<file path="src/rtl/sfilt_pkg.sv">
package sfilt_pkg;

    localparam int NUM_TGT = 4;
    localparam int SEL_W   = 3;
    localparam logic SECURE_MID = 1'b1;

    typedef enum logic [SEL_W-1:0] {
        RG_KEY1  = 3'd0,
        RG_CIPH2 = 3'd1,
        RG_PKA   = 3'd2,
        RG_RNG   = 3'd3,
        RG_CTRL  = 3'd4
    } region_e;

    // bit 3 down to bit 0: the order matters, bit i guards region i
    typedef struct packed {
        logic rng;
        logic pka;
        logic ciph2;
        logic key1;
    } sec_ctrl_t;

    typedef struct packed {
        logic             valid;
        logic             write;
        logic             secure;
        logic [SEL_W-1:0] region;
    } req_info_t;

    function automatic logic is_periph(logic [SEL_W-1:0] r);
        return int'(r) < NUM_TGT;
    endfunction

endpackage

</file>
<file path="src/rtl/sf_ctrl_reg.sv">
module sf_ctrl_reg
    import sfilt_pkg::*;
(
    input  logic               clk,
    input  logic               rst,
    input  req_info_t          info,
    input  logic [NUM_TGT-1:0] wbits,
    output sec_ctrl_t          ctrl_q,
    output logic               deny
);

    logic to_ctrl_wr;
    logic load;

    always_comb begin
        to_ctrl_wr = info.valid && info.write && (info.region == RG_CTRL);
        load       = to_ctrl_wr && info.secure;
        deny       = to_ctrl_wr && !info.secure;
    end

    always_ff @(posedge clk) begin
        if (rst) begin
            ctrl_q <= '0;
        end else if (load) begin
            ctrl_q <= sec_ctrl_t'(wbits);
        end
    end

    p_ctrl_hold_r3: assert property (@(posedge clk) disable iff (rst)
        deny |=> $stable(ctrl_q));

    p_ctrl_load_r2: assert property (@(posedge clk) disable iff (rst)
        (info.valid && info.write && info.secure && info.region == RG_CTRL)
        |=> (ctrl_q == sec_ctrl_t'($past(wbits))));

endmodule

</file>
<file path="src/rtl/sf_gate.sv">
module sf_gate
    import sfilt_pkg::*;
(
    input  logic               clk,
    input  logic               rst,
    input  req_info_t          info,
    input  sec_ctrl_t          ctrl,
    output logic [NUM_TGT-1:0] strobe,
    output logic               blk_err
);

    logic [NUM_TGT-1:0] lock_vec;
    logic [NUM_TGT-1:0] hit;
    logic [NUM_TGT-1:0] wr_blocked;

    assign lock_vec = ctrl;

    for (genvar i = 0; i < NUM_TGT; i++) begin : g_tgt
        logic locked;
        always_comb begin
            hit[i]        = info.valid && (int'(info.region) == i);
            locked        = lock_vec[i] && !info.secure;
            strobe[i]     = hit[i] && !locked;
            wr_blocked[i] = hit[i] && locked && info.write;
        end
    end

    assign blk_err = |wr_blocked;

    p_strobe_onehot_r5: assert property (@(posedge clk) disable iff (rst)
        $onehot0(strobe));

    p_strobe_needs_valid_r10: assert property (@(posedge clk) disable iff (rst)
        (strobe != '0) |-> (info.valid && is_periph(info.region)));

endmodule

</file>
<file path="src/rtl/sf_erase_retain.sv">
module sf_erase_retain (
    input  logic clk,
    input  logic rst,
    input  logic ret_rst,
    input  logic sec_bit,
    output logic erase
);

    logic kept;
    logic was_rst;

    // kept follows the live bit until the first reset edge, then holds
    always_ff @(posedge clk) begin
        if (ret_rst) begin
            kept    <= 1'b0;
            was_rst <= 1'b1;
            erase   <= 1'b0;
        end else begin
            was_rst <= rst;
            erase   <= was_rst && !rst && kept;
            if (!was_rst) begin
                kept <= sec_bit;
            end
        end
    end

    p_erase_single_r11: assert property (@(posedge clk) disable iff (ret_rst)
        erase |=> !erase);

    p_erase_after_reset_r11: assert property (@(posedge clk) disable iff (ret_rst)
        erase |-> $past(rst, 2));

endmodule

</file>
<file path="src/rtl/sec_periph_filter.sv">
module sec_periph_filter
    import sfilt_pkg::*;
#(
    parameter int DATA_W = 32,
    parameter int ADDR_W = 12
) (
    input  logic                      clk,
    input  logic                      rst,
    input  logic                      ret_rst,
    input  logic                      req_valid,
    input  logic                      req_write,
    input  logic                      req_mid,
    input  logic [ADDR_W-1:0]         req_addr,
    input  logic [DATA_W-1:0]         req_wdata,
    output logic [NUM_TGT-1:0]        tgt_req,
    output logic                      tgt_write,
    output logic [ADDR_W-SEL_W-1:0]   tgt_addr,
    output logic [DATA_W-1:0]         tgt_wdata,
    input  logic [NUM_TGT*DATA_W-1:0] tgt_rdata,
    output logic [DATA_W-1:0]         rsp_rdata,
    output logic                      rsp_err,
    output logic                      pka_erase
);

    localparam int OFS_W = ADDR_W - SEL_W;

    req_info_t info;
    sec_ctrl_t ctrl;
    logic      ctrl_deny;
    logic      gate_err;
    logic      rst_any;

    assign rst_any     = rst || ret_rst;
    assign info.valid  = req_valid;
    assign info.write  = req_write;
    assign info.secure = (req_mid == SECURE_MID);
    assign info.region = req_addr[ADDR_W-1 -: SEL_W];

    sf_ctrl_reg u_ctrl (
        .clk    (clk),
        .rst    (rst_any),
        .info   (info),
        .wbits  (req_wdata[NUM_TGT-1:0]),
        .ctrl_q (ctrl),
        .deny   (ctrl_deny)
    );

    sf_gate u_gate (
        .clk     (clk),
        .rst     (rst_any),
        .info    (info),
        .ctrl    (ctrl),
        .strobe  (tgt_req),
        .blk_err (gate_err)
    );

    sf_erase_retain u_erase (
        .clk     (clk),
        .rst     (rst),
        .ret_rst (ret_rst),
        .sec_bit (ctrl.pka),
        .erase   (pka_erase)
    );

    assign tgt_write = req_write;
    assign tgt_addr  = req_addr[OFS_W-1:0];
    assign tgt_wdata = req_wdata;
    assign rsp_err   = ctrl_deny || gate_err;

    always_comb begin
        rsp_rdata = '0;
        if (req_valid && !req_write) begin
            if (info.region == RG_CTRL) begin
                rsp_rdata = DATA_W'(ctrl);
            end
            for (int i = 0; i < NUM_TGT; i++) begin
                if (tgt_req[i]) begin
                    rsp_rdata = tgt_rdata[i*DATA_W +: DATA_W];
                end
            end
        end
    end

    p_err_no_strobe_r6: assert property (@(posedge clk) disable iff (rst_any)
        rsp_err |-> (tgt_req == '0));

    p_read_no_err_r7: assert property (@(posedge clk) disable iff (rst_any)
        (req_valid && !req_write) |-> !rsp_err);

    p_idle_quiet_r1: assert property (@(posedge clk) disable iff (rst_any)
        !req_valid |-> (tgt_req == '0 && !rsp_err && rsp_rdata == '0));

endmodule

</file>
<file path="config.mk">
export PLATFORM = sky130hd
export DESIGN_NAME = sec_periph_filter
export DESIGN_NICKNAME = d
export VERILOG_FILES = /design/src/rtl/sfilt_pkg.sv /design/src/rtl/sf_ctrl_reg.sv /design/src/rtl/sf_gate.sv /design/src/rtl/sf_erase_retain.sv /design/src/rtl/sec_periph_filter.sv
export SDC_FILE = /design/constraint.sdc
export NUM_CORES = 1
export LEC_CHECK = 0
export BUFFER_PORTS_ARGS = -buffer_cell sky130_fd_sc_hd__buf_2
export CORE_AREA = 4 4 97 99
export CTS_CLUSTER_DIAMETER = 50
export DETAILED_ROUTE_END_ITERATION = 7
export DIE_AREA = 0 0 101 103
export PLACE_DENSITY = 0.62
export SKIP_LAST_GASP = 1
export SYNTH_ARGS = -nofsm -noshare
export SYNTH_HDL_FRONTEND = slang
export SYNTH_SLANG_ARGS = --single-unit
</file>
<file path="constraint.sdc">
create_clock -name clk -period 1.44 [get_ports clk]
set_input_delay 0.144 -clock clk [delete_from_list [all_inputs] [get_ports clk]]
set_output_delay 0.144 -clock clk [all_outputs]
set_load 0.05 [all_outputs]
</file>
==> results by stage <==
Placement:
- The total half-perimeter wirelength after legalization and detailed placement is 7.549 mm.
- Buffers placed on the I/O ports in this run total 183.
- The last weighted congestion value of the routability-driven placer is 0.8081.
- The number of placed instances, taps included is 499.

Logic synthesis:
- The number of synthesis warnings is 0.
- Synthesis produced 213 cells.
- The largest area contributor in the netlist is sky130_fd_sc_hd__buf_4.
- The synthesized design contains 0 enable-type register cells.
- Yosys attributes the largest share of cell area to sky130_fd_sc_hd__buf_4 (20%), sky130_fd_sc_hd__a222oi_1 (14%), sky130_fd_sc_hd__dfxtp_1 (9.1%).
- The synthesized netlist contains 32 unique library cells.
- The number of nets produced by synthesis is 391.
- Among all flip-flop cells after synthesis, the most frequent one is sky130_fd_sc_hd__dfxtp_1.
- The share of the yosys chip area belonging to registers is 9.091%.
- The area share of the largest cell type after synthesis is 20.45%.
- Dividing the synthesized area by the synthesized cell count gives 7.237 µm².
- After synthesis the netlist holds a flip-flop and latch count of 7.
- Of all flip-flops after synthesis, the portion carrying an async set or reset was 0%.
- The synthesized netlist occupies a cell area of 0.001541 mm².

Clock network:
- The number of buffers inserted by hold repair at cts is 0.
- The number of clock buffers added by TritonCTS is 3.
- In this run the number of H-tree levels came out at 1.
- The count of clock tree sinks is 7.
- In this run the clock root is driven by a sky130_fd_sc_hd__clkbuf_8.
- The buffer levels on the longest clock path is 2.
- Clock-pin slew was measured on the worst setup and hold paths at 0.04 ns.
- TritonCTS built the clock tree.
- The insertion delay to the later sink of the worst-skew pair is 0.23 ns.

Power:
- The clock share of power is 21.2%.
- For this design the ratio of total power to cell area is 342.4 mW/mm².
- The switching power is 510.3 µW.
- The internal portion of the total power is 787.2 µW.
- The switching share of total power is 39.33%.
- Combinational logic is responsible for 63.6% of the overall power.
- Across the VDD grid, the largest voltage drop is 0.3995 mV.
- The part of the total power dissipated in sequential elements is 15.2%.
- The total power consumption of the routed design is 1.297 mW.
- The reported leakage power is 1.573 nW.

Floorplanning:
- The I/O pin count is 258.
- The initial standard-cell utilization of the core is 18.03%.
- The cell row count is 34.
- From bottom edge to top edge, the die measures 103 µm.
- The core area is 0.008551 mm².
- The floorplan step defined a die boundary enclosing 0.01040 mm².
- The horizontal die dimension is 101 µm.

Worst setup path:
- The gate family responsible for the most delay along the worst path is compound AO/OA/AOI/OAI gates.
- The startpoint kind of the worst setup timing path is a flip-flop.
- Along the worst path, the maximum fanout reaches 14.
- STA classifies the critical path endpoint as an output port.
- The critical path is of the flip-flop to output port type.
- For this design, the slowest cell found on the critical path is sky130_fd_sc_hd__a222oi_1.
- The signal on the critical path passes through a21oi_4 -> buf_12 -> buf_12 -> a222oi_1 -> a21oi_4 -> buf_6.
- For this run, the slowest stage of the critical path takes 0.52 ns.
- Data on the critical path is required at its endpoint by 1.30 ns.
- The endpoint arrival time on the critical path is 1.76 ns.
- The critical path buffer and inverter count is 3.

STA:
- Setup repair after global routing could not meet its margin everywhere.
- For the final database, setup skew stands at 0.001189 ns.
- For the pin with the worst max-slew slack, the measured transition is 0.5120 ns.
- For this run, the top clock speed supported by timing is 523.9 MHz.
- The remaining max-slew budget at the tightest pin is 65.87%.
- The ratio of final minimum period to clock period is 132.5%.
- The final-report setup violation count is 34.
- For the finished layout, the period the worst path requires is 1.909 ns.
- The final setup slack of the worst path is -0.4687 ns.
- The number of hold violations in the final report is 0.
- The number of max-slew violations in the final report is 0.
- The total negative slack for setup checks is -13.77 ns.

Routing:
- The count of nets left with antenna violations once routing finished came out at 0.
- In the final routed layout, each cell accounts on average for 18.23 µm.
- The detailed-router iteration count before antenna repair is 5.
- The post-detailed-route DRC marker count is 0.
- The detailed-route via count is 2559.
- The vias per cell is 4.988.
- The final routed wirelength across all metal layers is 9.352 mm.
- In this run, the number of DRC markers left after iteration 0 of detailed routing was 120.

Finish:
- Counting the fill cells in the layout gives 815.
- Measured on the finished design, the core utilization comes to 44.32%.
- The number of non-filler instances in the completed layout is 513.
- The number of antenna diodes is 0.
- The fraction of layout cells with a size suffix above 1 is 79.26%.
- The number of nets in the layout is 584.
- The relative area change from synthesis to final layout is 145.9%.

Global route:
- The first-pass GRT wire length is 13.02 mm.
- The initial antenna violation count was 2.
- Entering global routing, the biggest net connects 35 pins.
- The total overflow left after global routing is 0.
- The overall track demand over capacity in global routing is 15.58%.
- The via count of the first global-routing pass is 2568.

Status:
- The run finished, with violations left.
- The checks that failed: setup timing.

Worst hold path:
- The worst hold path belongs to the class primary input to flip-flop.

Run:
- The max capacitance violation total is 0.
## synth_stat cells, drive strengths merged (3+ instances only)
cell type,n
buf,52
o21ai,28
a21oi,25
a222oi,22
clkbuf,12
a221oi,10
dfxtp,7
nand3,7
o211ai,6
inv,5
nand2b,5
nor2,5
a22oi,4
mux2i,4
o2111ai,4
o22ai,4
nand2,3
## per-layer routing
layer / share of wire [%] / vias to the layer above / track usage, %
met4: 1.5 / 4 / 3.067
met5: 0.24 / - / 0
met3: 12 / 21 / 4.398
met2: 52 / 156 / 29.57
met1: 35 / 1182 / 17.33
li1: - / 1196 / -
## sequential cells by signal, indices dropped and copies added, names as in the netlist
signal / flops
u_erase.kept: 1
u_erase.was_rst: 1
u_ctrl.ctrl_q: 4
u_erase.erase: 1
## through the flow
step	hold WS (ns)	instance area (µm²)	setup slack, ns
after floorplan	0.2131	2018	-0.2462
after global placement	0.2883	3223	-0.5054
after detailed placement	0.2883	3223	-0.5424
after CTS	0.08838	3568	-0.4366
after global routing	0.08480	3790	-0.5343
final	0.08782	3790	-0.4687
## path summary, 6_finish.rpt
path / startpoint / end / slack, ns / depth (start not counted)
worst max-delay path: u_ctrl.ctrl_q[0]$_SDFFE_PP0P_ / rsp_rdata[27] / -0.47 / 6
worst min-delay path: ret_rst / u_erase.kept$_SDFFE_PP0N_ / 0.09 / 2
worst max register to register: u_ctrl.ctrl_q[1]$_SDFFE_PP0P_ / u_ctrl.ctrl_q[1]$_SDFFE_PP0P_ / 0.60 / 4
worst min register to register: u_erase.kept$_SDFFE_PP0N_ / u_erase.erase$_SDFF_PP0_ / 0.44 / 2
## cell usage in the layout (no fill, tap or decap), types with 3 or more instances in the layout
| master | synthesis | layout |
|---|---|---|
| sky130_fd_sc_hd__a21oi_4 | 1 | 24 |
| sky130_fd_sc_hd__a221oi_2 | 0 | 5 |
| sky130_fd_sc_hd__a221oi_4 | 0 | 5 |
| sky130_fd_sc_hd__a222oi_1 | 22 | 22 |
| sky130_fd_sc_hd__a22oi_2 | 0 | 4 |
| sky130_fd_sc_hd__buf_12 | 0 | 15 |
| sky130_fd_sc_hd__buf_2 | 7 | 144 |
| sky130_fd_sc_hd__buf_4 | 42 | 53 |
| sky130_fd_sc_hd__buf_6 | 3 | 35 |
| sky130_fd_sc_hd__buf_8 | 0 | 4 |
| sky130_fd_sc_hd__clkbuf_8 | 0 | 3 |
| sky130_fd_sc_hd__dfxtp_1 | 7 | 4 |
| sky130_fd_sc_hd__dfxtp_2 | 0 | 3 |
| sky130_fd_sc_hd__inv_1 | 5 | 3 |
| sky130_fd_sc_hd__mux2i_1 | 4 | 4 |
| sky130_fd_sc_hd__nand2b_1 | 5 | 5 |
| sky130_fd_sc_hd__nand3_1 | 7 | 6 |
| sky130_fd_sc_hd__nor2_1 | 5 | 5 |
| sky130_fd_sc_hd__o2111ai_2 | 0 | 4 |
| sky130_fd_sc_hd__o211ai_1 | 6 | 6 |
| sky130_fd_sc_hd__o21ai_0 | 22 | 22 |
| sky130_fd_sc_hd__o21ai_4 | 0 | 6 |
| sky130_fd_sc_hd__o22ai_4 | 0 | 4 |
## worst register-to-register path: cells and delay by family, from the launching register on
kind          cells  cell delay (ns)
buf+inv           2             0.24
flops             1             0.31
simple gates      1             0.05
mux               1             0.12
## power groups by stage
stage / registers, mW / clock network, mW / logic (mW)
final: 0.198 / 0.275 / 0.825
after detailed placement: 0.201 / 0 / 0.734
after floorplan: 0.201 / 0 / 0.644
after CTS: 0.198 / 0.281 / 0.787
after global routing: 0.198 / 0.292 / 0.878
after global placement: 0.201 / 0 / 0.722
## area by class of cell
| class | count | area (µm²) | share of cell area, % |
|---|---|---|---|
| tap | 108 | 135.1 | 3.566 |
| timing repair buffer | 252 | 1898 | 50.08 |
| inverter | 5 | 21.27 | 0.5612 |
| multi-input combinational | 137 | 1546 | 40.81 |
| clock buffer | 4 | 45.04 | 1.189 |
| sequential | 7 | 143.9 | 3.797 |
## what timing repair did
action                     in CTS  in global routing
resized for setup              78                 26
buffers inserted                4                  5
setup endpoints to repair      37                 37
cloned                          0                  2
pin swaps                       6                  8
## cells by family after synthesis
kind of cell	Yosys count	synth area share (%)
and+or+nand+nor	29	11.04
muxes	5	4.058
DFF	7	9.091
buffers and inverters	69	29.14
AOI/OAI and AO/OA	103	46.67
(Power assumes the default switching activity.)
